<file path="src/rtl/r3cal_pkg.sv">
package r3cal_pkg;

    typedef enum logic [1:0] {
        SW_GND = 2'b00,
        SW_CM  = 2'b01,
        SW_REF = 2'b10
    } sw_code_e;

    typedef enum logic [2:0] {
        ST_IDLE,
        ST_PRE,
        ST_RED,
        ST_QNT,
        ST_UPD
    } cal_st_e;

    // 3 to the power e, e limited to a small range
    function automatic int pow3(input int e);
        int r;
        r = 1;
        for (int i = 0; i < 20; i++) begin
            if (i < e) r = r * 3;
        end
        return r;
    endfunction

endpackage

</file>
<file path="src/rtl/r3cal_trit.sv">
module r3cal_trit
    import r3cal_pkg::*;
(
    input  logic              up,
    input  logic              dn,
    output logic signed [1:0] trit,
    output logic [1:0]        code
);
    always_comb begin
        if (up && !dn) begin
            trit = 2'sd1;
            code = SW_REF;
        end else if (dn && !up) begin
            trit = -2'sd1;
            code = SW_GND;
        end else begin
            trit = 2'sd0;
            code = SW_CM;
        end
    end
endmodule

</file>
<file path="src/rtl/r3cal_seq.sv">
module r3cal_seq
    import r3cal_pkg::*;
#(
    parameter int N_CAP = 7,
    parameter int Q_LSB = 3,
    parameter int ERR_W = 12
) (
    input  logic                         clk,
    input  logic                         rst_n,
    input  logic                         cal_start,
    input  logic                         cmp_up,
    input  logic                         cmp_dn,
    output logic [2*N_CAP-1:0]           dac_sw,
    output logic                         busy,
    output logic                         done,
    output logic [(N_CAP-Q_LSB)*ERR_W-1:0] err_flat
);
    localparam int M     = N_CAP - Q_LSB;
    localparam int CPW   = (M > 1) ? $clog2(M) : 1;
    localparam int STW   = (Q_LSB > 1) ? $clog2(Q_LSB) : 1;
    localparam int SUM_W = ERR_W + 4;

    typedef struct packed {
        cal_st_e                    st;
        logic [CPW-1:0]             cap;
        logic [STW-1:0]             step;
        logic signed [ERR_W-1:0]    resid;
        logic signed [SUM_W-1:0]    ssum;
        logic                       done;
        logic [M-1:0][ERR_W-1:0]    err;
        logic [Q_LSB-1:0][1:0]      lsb;
    } seq_t;

    seq_t q, d;

    logic signed [1:0]       trit;
    logic [1:0]              tcode;
    logic signed [ERR_W-1:0] eh;
    int                      w;

    r3cal_trit u_trit (
        .up   (cmp_up),
        .dn   (cmp_dn),
        .trit (trit),
        .code (tcode)
    );

    always_comb begin
        d  = q;
        w  = pow3(Q_LSB - 1 - int'(q.step));
        eh = q.resid - ERR_W'(q.ssum >>> 1);
        case (q.st)
            ST_IDLE: begin
                if (cal_start) begin
                    d.st   = ST_PRE;
                    d.cap  = CPW'(M - 1);
                    d.ssum = '0;
                    d.done = 1'b0;
                end
            end
            ST_PRE: d.st = ST_RED;
            ST_RED: begin
                d.st    = ST_QNT;
                d.step  = '0;
                d.resid = '0;
                for (int k = 0; k < Q_LSB; k++) d.lsb[k] = SW_CM;
            end
            ST_QNT: begin
                d.resid = q.resid + ERR_W'(int'(trit) * w);
                d.lsb[Q_LSB-1-int'(q.step)] = tcode;
                if (q.step == STW'(Q_LSB - 1)) d.st = ST_UPD;
                else d.step = q.step + 1'b1;
            end
            ST_UPD: begin
                d.err[q.cap] = eh;
                d.ssum       = q.ssum + SUM_W'(eh);
                if (q.cap == '0) begin
                    d.st   = ST_IDLE;
                    d.done = 1'b1;
                end else begin
                    d.cap = q.cap - 1'b1;
                    d.st  = ST_PRE;
                end
            end
            default: d.st = ST_IDLE;
        endcase
    end

    always_ff @(posedge clk or negedge rst_n) begin
        if (!rst_n) begin
            q.st    <= ST_IDLE;
            q.cap   <= '0;
            q.step  <= '0;
            q.resid <= '0;
            q.ssum  <= '0;
            q.done  <= 1'b0;
            q.err   <= '0;
            for (int k = 0; k < Q_LSB; k++) q.lsb[k] <= SW_CM;
        end else begin
            q <= d;
        end
    end

    // switch codes driven from the current phase
    always_comb begin
        dac_sw = '0;
        for (int i = 0; i < N_CAP; i++) begin
            logic [1:0] c;
            c = SW_CM;
            case (q.st)
                ST_PRE: begin
                    if (i == Q_LSB + int'(q.cap)) c = SW_REF;
                end
                ST_RED, ST_QNT: begin
                    if (i < Q_LSB)
                        c = (q.st == ST_RED) ? SW_GND : q.lsb[i];
                    else if (i < Q_LSB + int'(q.cap))
                        c = SW_REF;
                    else if (i == Q_LSB + int'(q.cap))
                        c = SW_GND;
                end
                default: c = SW_CM;
            endcase
            dac_sw[2*i +: 2] = c;
        end
    end

    assign busy     = (q.st != ST_IDLE);
    assign done     = q.done;
    assign err_flat = q.err;

endmodule

</file>
<file path="src/rtl/r3cal_corr.sv">
module r3cal_corr
    import r3cal_pkg::*;
#(
    parameter int N_CAP = 7,
    parameter int Q_LSB = 3,
    parameter int ERR_W = 12,
    parameter int RAW_W = 12
) (
    input  logic                           clk,
    input  logic                           rst_n,
    input  logic                           in_valid,
    input  logic [RAW_W-1:0]               raw,
    input  logic [2*(N_CAP-Q_LSB)-1:0]     sw,
    input  logic [(N_CAP-Q_LSB)*ERR_W-1:0] err_flat,
    output logic                           out_valid,
    output logic [RAW_W-1:0]               out_data
);
    localparam int M     = N_CAP - Q_LSB;
    localparam int ACC_W = ERR_W + 8;
    localparam int D_W   = ((RAW_W > ACC_W) ? RAW_W : ACC_W) + 2;

    typedef struct packed {
        logic             vld;
        logic [RAW_W-1:0] dat;
    } out_t;

    out_t q, d;

    logic signed [ACC_W-1:0] acc;
    logic signed [ACC_W-1:0] corr;
    logic signed [D_W-1:0]   diff;
    logic signed [D_W-1:0]   maxv;

    always_comb begin
        acc = '0;
        for (int j = 0; j < M; j++) begin
            logic signed [ERR_W-1:0] e;
            logic signed [ACC_W-1:0] ev;
            e  = $signed(err_flat[j*ERR_W +: ERR_W]);
            ev = ACC_W'(e);
            case (sw[2*j +: 2])
                SW_REF:  acc = acc + (ev <<< 1);
                SW_CM:   acc = acc + ev;
                default: acc = acc;
            endcase
        end
        corr = (acc + ACC_W'(2)) >>> 2;
        diff = D_W'($signed({1'b0, raw})) - D_W'(corr);
        maxv = $signed({{(D_W-RAW_W){1'b0}}, {RAW_W{1'b1}}});

        d.vld = in_valid;
        d.dat = q.dat;
        if (in_valid) begin
            if (diff < 0)         d.dat = '0;
            else if (diff > maxv) d.dat = {RAW_W{1'b1}};
            else                  d.dat = diff[RAW_W-1:0];
        end
    end

    always_ff @(posedge clk or negedge rst_n) begin
        if (!rst_n) begin
            q.vld <= 1'b0;
            q.dat <= '0;
        end else begin
            q <= d;
        end
    end

    assign out_valid = q.vld;
    assign out_data  = q.dat;

endmodule

</file>
<file path="src/rtl/r3cal_engine.sv">
module r3cal_engine
    import r3cal_pkg::*;
#(
    parameter int N_CAP = 7,
    parameter int Q_LSB = 3,
    parameter int ERR_W = 12,
    parameter int RAW_W = 12
) (
    input  logic                       clk,
    input  logic                       rst_n,
    input  logic                       cal_start,
    input  logic                       cmp_up,
    input  logic                       cmp_dn,
    output logic [2*N_CAP-1:0]         dac_sw,
    output logic                       cal_busy,
    output logic                       cal_done,
    input  logic                       conv_valid,
    input  logic [RAW_W-1:0]           conv_raw,
    input  logic [2*(N_CAP-Q_LSB)-1:0] conv_sw,
    output logic                       out_valid,
    output logic [RAW_W-1:0]           out_data
);
    localparam int M = N_CAP - Q_LSB;

    logic [M*ERR_W-1:0] err_flat;
    logic               busy;

    r3cal_seq #(.N_CAP(N_CAP), .Q_LSB(Q_LSB), .ERR_W(ERR_W)) u_seq (
        .clk       (clk),
        .rst_n     (rst_n),
        .cal_start (cal_start),
        .cmp_up    (cmp_up),
        .cmp_dn    (cmp_dn),
        .dac_sw    (dac_sw),
        .busy      (busy),
        .done      (cal_done),
        .err_flat  (err_flat)
    );

    r3cal_corr #(.N_CAP(N_CAP), .Q_LSB(Q_LSB), .ERR_W(ERR_W), .RAW_W(RAW_W)) u_corr (
        .clk       (clk),
        .rst_n     (rst_n),
        .in_valid  (conv_valid && !busy),
        .raw       (conv_raw),
        .sw        (conv_sw),
        .err_flat  (err_flat),
        .out_valid (out_valid),
        .out_data  (out_data)
    );

    assign cal_busy = busy;

endmodule

</file>
<file path="config.mk">
export PLATFORM = sky130hd
export DESIGN_NAME = r3cal_engine
export DESIGN_NICKNAME = d
export VERILOG_FILES = /design/src/rtl/r3cal_pkg.sv /design/src/rtl/r3cal_trit.sv /design/src/rtl/r3cal_seq.sv /design/src/rtl/r3cal_corr.sv /design/src/rtl/r3cal_engine.sv
export SDC_FILE = /design/constraint.sdc
export NUM_CORES = 1
export LEC_CHECK = 0
export ABC_AREA = 1
export BUFFER_PORTS_ARGS = -buffer_cell sky130_fd_sc_hd__buf_4
export CAP_MARGIN = 0
export CORE_MARGIN = 10
export CORE_UTILIZATION = 30
export DETAILED_ROUTE_END_ITERATION = 7
export SLEW_MARGIN = 20
export SYNTH_ARGS = -nofsm -noshare
export SYNTH_HDL_FRONTEND = slang
export SYNTH_SLANG_ARGS = --single-unit
</file>
<file path="constraint.sdc">
create_clock -name clk -period 17.22 [get_ports clk]
set_input_delay 0.861 -clock clk [delete_from_list [all_inputs] [get_ports clk]]
set_output_delay 0.861 -clock clk [all_outputs]
set_load 0.005 [all_outputs]
</file>
==> summary.md, run 1 <==
| Metric | Value |
|---|---|
| Crit. End Element | flip-flop |
| Avg WL per Cell | around 15 um |
| Pwr dens | roughly 140 nW/um^2 |
| CTS tree | built |
| Largest family of logic cells by synthesized area | simple AND/OR/NAND/NOR gates |
| Final Hold Vio Count | 0 |
| Post-CTS resize count | 0 |
| R2r worst-path depth | 56 |
| Synthesis-to-layout area growth | 9.45% |
| Nets@finish | roughly 2500 |
| Clock transition at the registers of the reported paths | about 0.080 ns |
| Slowest CP cell | ha_1 |
| DP HPWL | between 30 and 40 mm |
| Worst Clk Skew | 0.0140 ns |
| CP Max Fanout | 12 |
| Slew margin rel. | 29.0% |
| Max clock buf depth | 2 |
| Highest Clock Rate | around 110 MHz |
| Number of setup buffers added after CTS | 0 |
| Clock sink total | 100 |
| Drt total wl | ~44 mm |
| Initial Utilization | between 30% and 40% |
| P_sw | about 1200 uW |
| Clock share of power | 10.0% |
| Max IR drop VDD | 73.0 uV |
| Worst Tran Pin Value | around 1.1 ns |
| Die height | between 200 and 250 um |
| Syn nets | between 2000 and 2500 |
| Vias per cell | 5.05 |
| Number of synthesized flops with an enable pin | 0 |
| Num CTS Buffers | 9 |
| Post-Syn Instances | roughly 2200 |
| Antenna Cells | 0 |
| Post-synthesis average cell area | approximately 6.4 sq um |
| Internal power | roughly 980 uW |
| Largest net degree at the start of global routing | between 60 and 70 |
| DRC viols | 0 |
| Fin crit period | a little over 9 ns |
| Core box area | between 40000 and 50000 sq um |
| Clk root buf | clkbuf_16 |
| Row count | between 70 and 80 |
| Switching Share | between 50% and 60% |
| Flop pwr share | between 15 and 20% |
| Mux share of post-synthesis cell area | 0% |
| R2R Path End | u_corr.out_data[0] |
| GR Overflow Total | 0 |
| Fillers | between 5000 and 6000 |
| Chip width | roughly 240 um |
| FF/Latch Area | about 2500 sq um |
| Main flop type after synthesis | dfrtp_1 |
| Post-synthesis compound-gate area fraction | about 18% |
| Delay of the slowest critical-path stage | ~0.42 ns |
| DRT Pass-1 Iters | 5 |
| Cts hold-fix bufs | 0 |
| Sequential fraction of the synthesis area | about 18% |
| Cell variety after synth | 62 |
| RD Place Congestion | approximately 0.97 |
| Routed Antenna Nets | 0 |
| H-tree Lvls | 3 |
| Setup CP Type | primary input to flip-flop |
| Clk_lat worst skew | between 0.3 and 0.4 ns |
| Status | finished, final reports clean |
| Crit path launch | conv_sw[1] |
| Slew Limit Fails | 0 |
| Buffers added on ports | 54 |
| Critical path startpoint category | primary input |
| Post-Synth Adder-Cell Area | 18.1% |
| Synth Area in XOR/XNOR | ~2.2% |
| Synthesis-stage register bit count | 100 |
| IO Pins | 55 |
| Crit path top cell by count | nand2_1 |
| Worst slack, placed | slightly below 8 ns |
| MaxCap Viol Count | 0 |
| Setup_tns | 0 ns |
| Synth Area in Simple Gates | around a third |
| Post-synth ARST share | between 90% and 100% |
| WP data required | between 15 and 20 ns |
| Tcrit/Tclk final | ~53% |
| Total Routing Usage GR | ~15% |
| Synth warn | 0 |
| First-pass GRT wire length | around 70 mm |
| Vias after detailed routing | ~14000 |
| Vias in the first global route | between 10000 and 15000 |
| RSZ-0062 raised after global routing | no |
| Initial antenna violation count | 1 |
| Beginning of the worst register-to-register path | u_seq.err_flat[1] |
| Combinational share of power | a little under three quarters |
| Footprint of the multi-input gates | around 10000 sq um |
| Iteration-0 DRC count of the detailed router | roughly 1000 |
| Hold/Removal Path Class | primary input to asynchronous set/reset pin |
| Share of cells above drive strength 1 | 8.49% |
| Die area | 56200 sq um |
| Critical path data arrival time | 9.40 ns |
| Leak pwr | 0.00825 uW |
| # setup viols final | 0 |
| Syn Std Cell Area | roughly 14000 sq um |
| Final WS setup | about 8.1 ns |
| Setup slack, reg-to-reg | ~9 ns |
==> cells in the final DEF (no fill, tap or decap), types with 20 or more instances in the layout <==
cell type,instances
buf_4,61
nand3_2,24
ha_1,176
nand3_1,175
xor2_1,27
dfrtp_1,97
nor3_1,24
nand2_2,30
o22ai_1,20
a21oi_1,150
nand2_1,556
nand4_1,26
inv_1,322
nor2_1,172
o21ai_0,161
==> final cells by class <==
cell class / instances / share of cell area, %
Sequential cell: 100 / 16.2
Multi-Input combinational cell: 1733 / 65.6
Timing Repair Buffer: 61 / 2.96
Tap cell: 607 / 4.91
Clock buffer: 9 / 1.46
Inverter: 341 / 8.27
Clock inverter: 7 / 0.566
==> registers in the layout, indices dropped and copies added (netlist names) <==
name,count
u_seq.q,38
u_corr.out_valid,1
u_corr.out_data,12
u_seq.done,1
u_seq.err_flat,48
==> how the worst max path moves through the flow <==
stage	cells after the start	slack, ns	to
after floorplan	59	8.94	u_corr.out_data[3]
after global placement	58	8.00	u_corr.out_data[0]
after detailed placement	59	7.70	u_corr.out_data[0]
after CTS	59	8.11	u_corr.out_data[0]
after global routing	59	7.01	u_corr.out_data[4]
final	59	8.08	u_corr.out_data[0]
==> routing by layer <==
| metal | up-vias | global-route usage, % | wire [um] |
|---|---|---|---|
| li1 | 7372 | - | - |
| met5 | - | 0 | 14 |
| met1 | 6660 | 19.0 | 19800 |
| met2 | 328 | 26.8 | 21200 |
| met3 | 69 | 2.12 | 1870 |
| met4 | 2 | 5.33 | 1260 |
==> power groups by stage <==
| stage | Sequential, uW | Combinational, uW | Clock, uW |
|---|---|---|---|
| CTS | 407 | 1580 | 229 |
| finish | 409 | 1580 | 222 |
| global placement | 409 | 1540 | 0 |
| global route | 420 | 1790 | 237 |
| floorplan | 380 | 1120 | 0 |
| detailed placement | 411 | 1570 | 0 |
==> metrics by stage <==
stage                     hold WS [ns]  total power [uW]  instance area, sq um  utilization [%]  cells
after global placement           0.468              1950                 15200             32.6   2842
after detailed placement         0.466              1980                 15200             32.6   2842
after global routing             0.453              2450                 15500             33.2   2858
after CTS                        0.449              2220                 15500             33.2   2858
final                            0.446              2210                 15500             33.2   2858
after floorplan                  0.466              1500                 14100                -   2210
==> synth_stat cells, types with 13 or more instances <==
cell type | instances | area share [%]
buf_2 | 13 | 0.46
nand3b_1 | 13 | 0.69
a21o_1 | 13 | 0.69
dfrtp_1 | 97 | 17
o22ai_1 | 20 | 0.88
inv_1 | 322 | 8.5
o21ai_0 | 161 | 5.7
xor2_1 | 27 | 1.7
or2_2 | 15 | 0.66
nand3_2 | 24 | 1.7
o21ai_1 | 16 | 0.57
nand4_1 | 26 | 1.2
clkbuf_1 | 16 | 0.42
nand3_1 | 175 | 6.2
fa_1 | 18 | 2.5
a21oi_1 | 150 | 5.3
ha_1 | 176 | 16
nor3_1 | 24 | 0.85
nand2_2 | 30 | 1.3
nand2_1 | 556 | 15
nor2_1 | 172 | 4.6
==> critical path, delay by kind of cell <==
family	cells	cell delay, ns
XOR/XNOR	1	0.15
adder cells (fa/ha/maj)	6	2.01
AND/OR/NAND/NOR	27	2.76
AO/OA/AOI/OAI	16	2.88
buffers and inverters	9	0.70
==> kinds of logic after synthesis <==
kind of cell | Yosys count
adders and majority gates | 194
AOI/OAI and AO/OA | 435
xor gates and xnor gates | 36
buffers and inverters | 377
and+or+nand+nor | 1068
DFF | 100
Power figures use the tool's default switching activity.
==> run 2, diff against run 1 <==
clock period = 8.1 ns   (was 17.22 ns; I/O delays follow)
==> run 2 against run 1 <==
Cell area rose by 14%. Non-clock buffer count rose by 221. Total power rose by 140%. Clock power rose by 110%. Global-route usage rose by 0.40 points. Register-to-register slack got worse by 8.2 ns. Highest routed layer unchanged. First-iteration DRC count fell by 9.0%. Combinational power rose by 150%. Cell count rose by 7.8%.
==> summary.md, run 2 (same netlist as run 1, synthesis figures left out) <==
| Metric | Value |
|---|---|
| Buffers added on ports | 54 (unchanged) |
| Critical path startpoint category | primary input |
| RD Place Congestion | 0.897 (-7.4%) |
| Chip width | 237 um (unchanged) |
| Clock transition at the registers of the reported paths | 0.08 ns (about the same) |
| DP HPWL | 37.8 mm (+4.2%) |
| Initial antenna violation count | 1 (unchanged) |
| Avg WL per Cell | 15.0 um (-3.4%) |
| Setup_tns | 0 ns (unchanged) |
| Routed Antenna Nets | 0 (unchanged) |
| Row count | 79 (unchanged) |
| Final WS setup | 0.538 ns (-7.55 ns) |
| IO Pins | 55 (unchanged) |
| # setup viols final | 0 (unchanged) |
| Final instance area | 17600 sq um (+14%) |
| Commonest non-fill, non-tap cell in the layout | nand2_1 |
| Highest Clock Rate | 132 MHz |
| CP delay by family, top | simple AND/OR/NAND/NOR gates |
| Drt total wl | 46.1 mm (+4.1%) |
| Vias in the first global route | 14893 (+6.7%) |
| Critical path data arrival time | 7.82 ns (-1.58 ns) |
| Max clock buf depth | 2 (unchanged) |
| Clk_lat worst skew | 0.37 ns (about the same) |
| Buffers & Inverters on Critical Path | 10 (+1) |
| Crit path top cell by count | nand2_1 |
| Antenna Cells | 0 (unchanged) |
| Max IR drop VDD | 198 uV (+170%) |
| Nets@finish | 2688 (+9.0%) |
| Pwr dens | 299 nW/um^2 (+110%) |
| Iteration-0 DRC count of the detailed router | 952 (-9.0%) |
| Delay of the slowest critical-path stage | 0.37 ns (-0.05 ns) |
| Core box area | 46600 sq um (unchanged) |
| CTS tree | built |
| Die height | 237 um (unchanged) |
| Leak pwr | 0.00938 uW (+14%) |
| Max reg flops | 48 (unchanged) |
| DRC viols | 0 (unchanged) |
| Slowest CP cell | fa_1 |
| Final Hold Vio Count | 0 (unchanged) |
| DRT Pass-1 Iters | 5 (unchanged) |
| Share of cells above drive strength 1 | 19.5% (+11 points) |
| Setup CP Type | primary input to flip-flop |
| Initial Utilization | 30.4% (unchanged) |
| Die area | 56200 sq um (unchanged) |
| Clk root buf | clkbuf_16 |
| Placed cell areas | 16800 sq um (+11%) |
| MaxCap Viol Count | 0 (unchanged) |
| Num CTS Buffers | 9 (unchanged) |
| Slew margin rel. | 37.2% (+8.2 points) |
| Synthesis-to-layout area growth | 24.2% |
| First-pass GRT wire length | 74.2 mm (+3.4%) |
| Fin crit period | 7.56 ns |
| Most frequent cells in the layout | nand2_1, inv_1, buf_4 |
| Largest net degree at the start of global routing | 38 (-45%) |
| Worst slack, placed | -0.193 ns (-7.90 ns) |
| Total Routing Usage GR | 15.8% (+0.40 points) |
| Worst Tran Pin Value | 0.938 ns (-0.123 ns) |
| GR Overflow Total | 0 (unchanged) |
| Hold/Removal Path Class | primary input to flip-flop |
| Vias after detailed routing | 15288 (+5.9%) |
| Vias per cell | 4.96 (-1.7%) |
| CP Max Fanout | 6 (-6) |
| Tcrit/Tclk final | 93.4% |
| Clock sink total | 100 (unchanged) |
| Worst Clk Skew | 0.0115 ns (-0.00246 ns) |
| H-tree Lvls | 3 (unchanged) |
| Slew Limit Fails | 0 (unchanged) |
| Status | finished, final reports clean |
| WP data required | 8.36 ns (-9.13 ns) |
| Crit. End Element | flip-flop |
==> run 2: cell types whose count changed in the layout (fill, tap and decap cells not counted), sizes merged <==
cell,before,now
clkbuf,9,10
nand2,592,593
clkinv,12,10
dlygate4sd3,0,1
buf,61,281
inv,334,335
==> run 2: final timing paths <==
kind | startpoint | endpoint | slack (ns) | cells after the start
setup / recovery | conv_sw[0] | u_corr.out_data[11] | 0.54 | 56
min in group asynchronous | rst_n | u_corr.out_data[5] | 0.52 | 2
hold / removal | cal_start | u_seq.q[87] | 0.36 | 3
setup reg to reg | u_seq.err_flat[1] | u_corr.out_data[11] | 0.60 | 52
hold reg to reg | u_corr.out_data[10] | u_corr.out_data[10] | 0.49 | 2
max in group asynchronous | rst_n | u_seq.err_flat[14] | 6.65 | 3
==> run 2: layout make-up <==
class | count | area [sq um]
well taps | 607 | 759
repair buffers | 282 | 2130
fillers | 4919 | 29000
flip-flops and latches | 100 | 2510
clock inverters | 6 | 71.3
inverters | 341 | 1280
multi-input cells | 1734 | 10600
clock buffers | 10 | 239
==> run 2: through the flow <==
| step | cells | hold slack [ns] | utilization, % | power [uW] |
|---|---|---|---|---|
| finish | 3080 | 0.363 | 37.7 | 5260 |
| global route | 3080 | 0.346 | 37.7 | 5780 |
| CTS | 3071 | 0.354 | 36.7 | 5110 |
| detailed placement | 3054 | 0.379 | 36.0 | 4610 |
| global placement | 3054 | 0.380 | 36.0 | 4540 |
| floorplan | 2210 | 0.109 | - | 3190 |
==> run 2: what timing repair did <==
action | CTS | global route
endpoints found under the setup margin | 0 | 12
setup buffers | 0 | 8
gates resized for setup | 0 | 98
hold endpoints to repair | 28 | 0
hold buffers | 1 | 0
==> run 2: tightest hold or removal path, cell delays in order <==
cell and delay [ns]:
buf_4 0.08, nor2_1 0.05, o21ai_0 0.15
==> run 2: power breakdown <==
group	leakage (uW)	internal [uW]	switching, uW	total, uW
logic	0.00792	1550	2360	3910
clock network	0.000151	252	221	473
registers	0.00132	680	193	874
==> run 2: metal layers <==
layer,share of wire [%],wire length (um),track usage (%),vias to the layer above
met5,0.015,7,0,-
met4,3.3,1500,5.87,2
met3,4.4,2010,2.12,68
met2,48,22300,27.6,369
met1,44,20200,19.3,7026
li1,-,-,-,7823
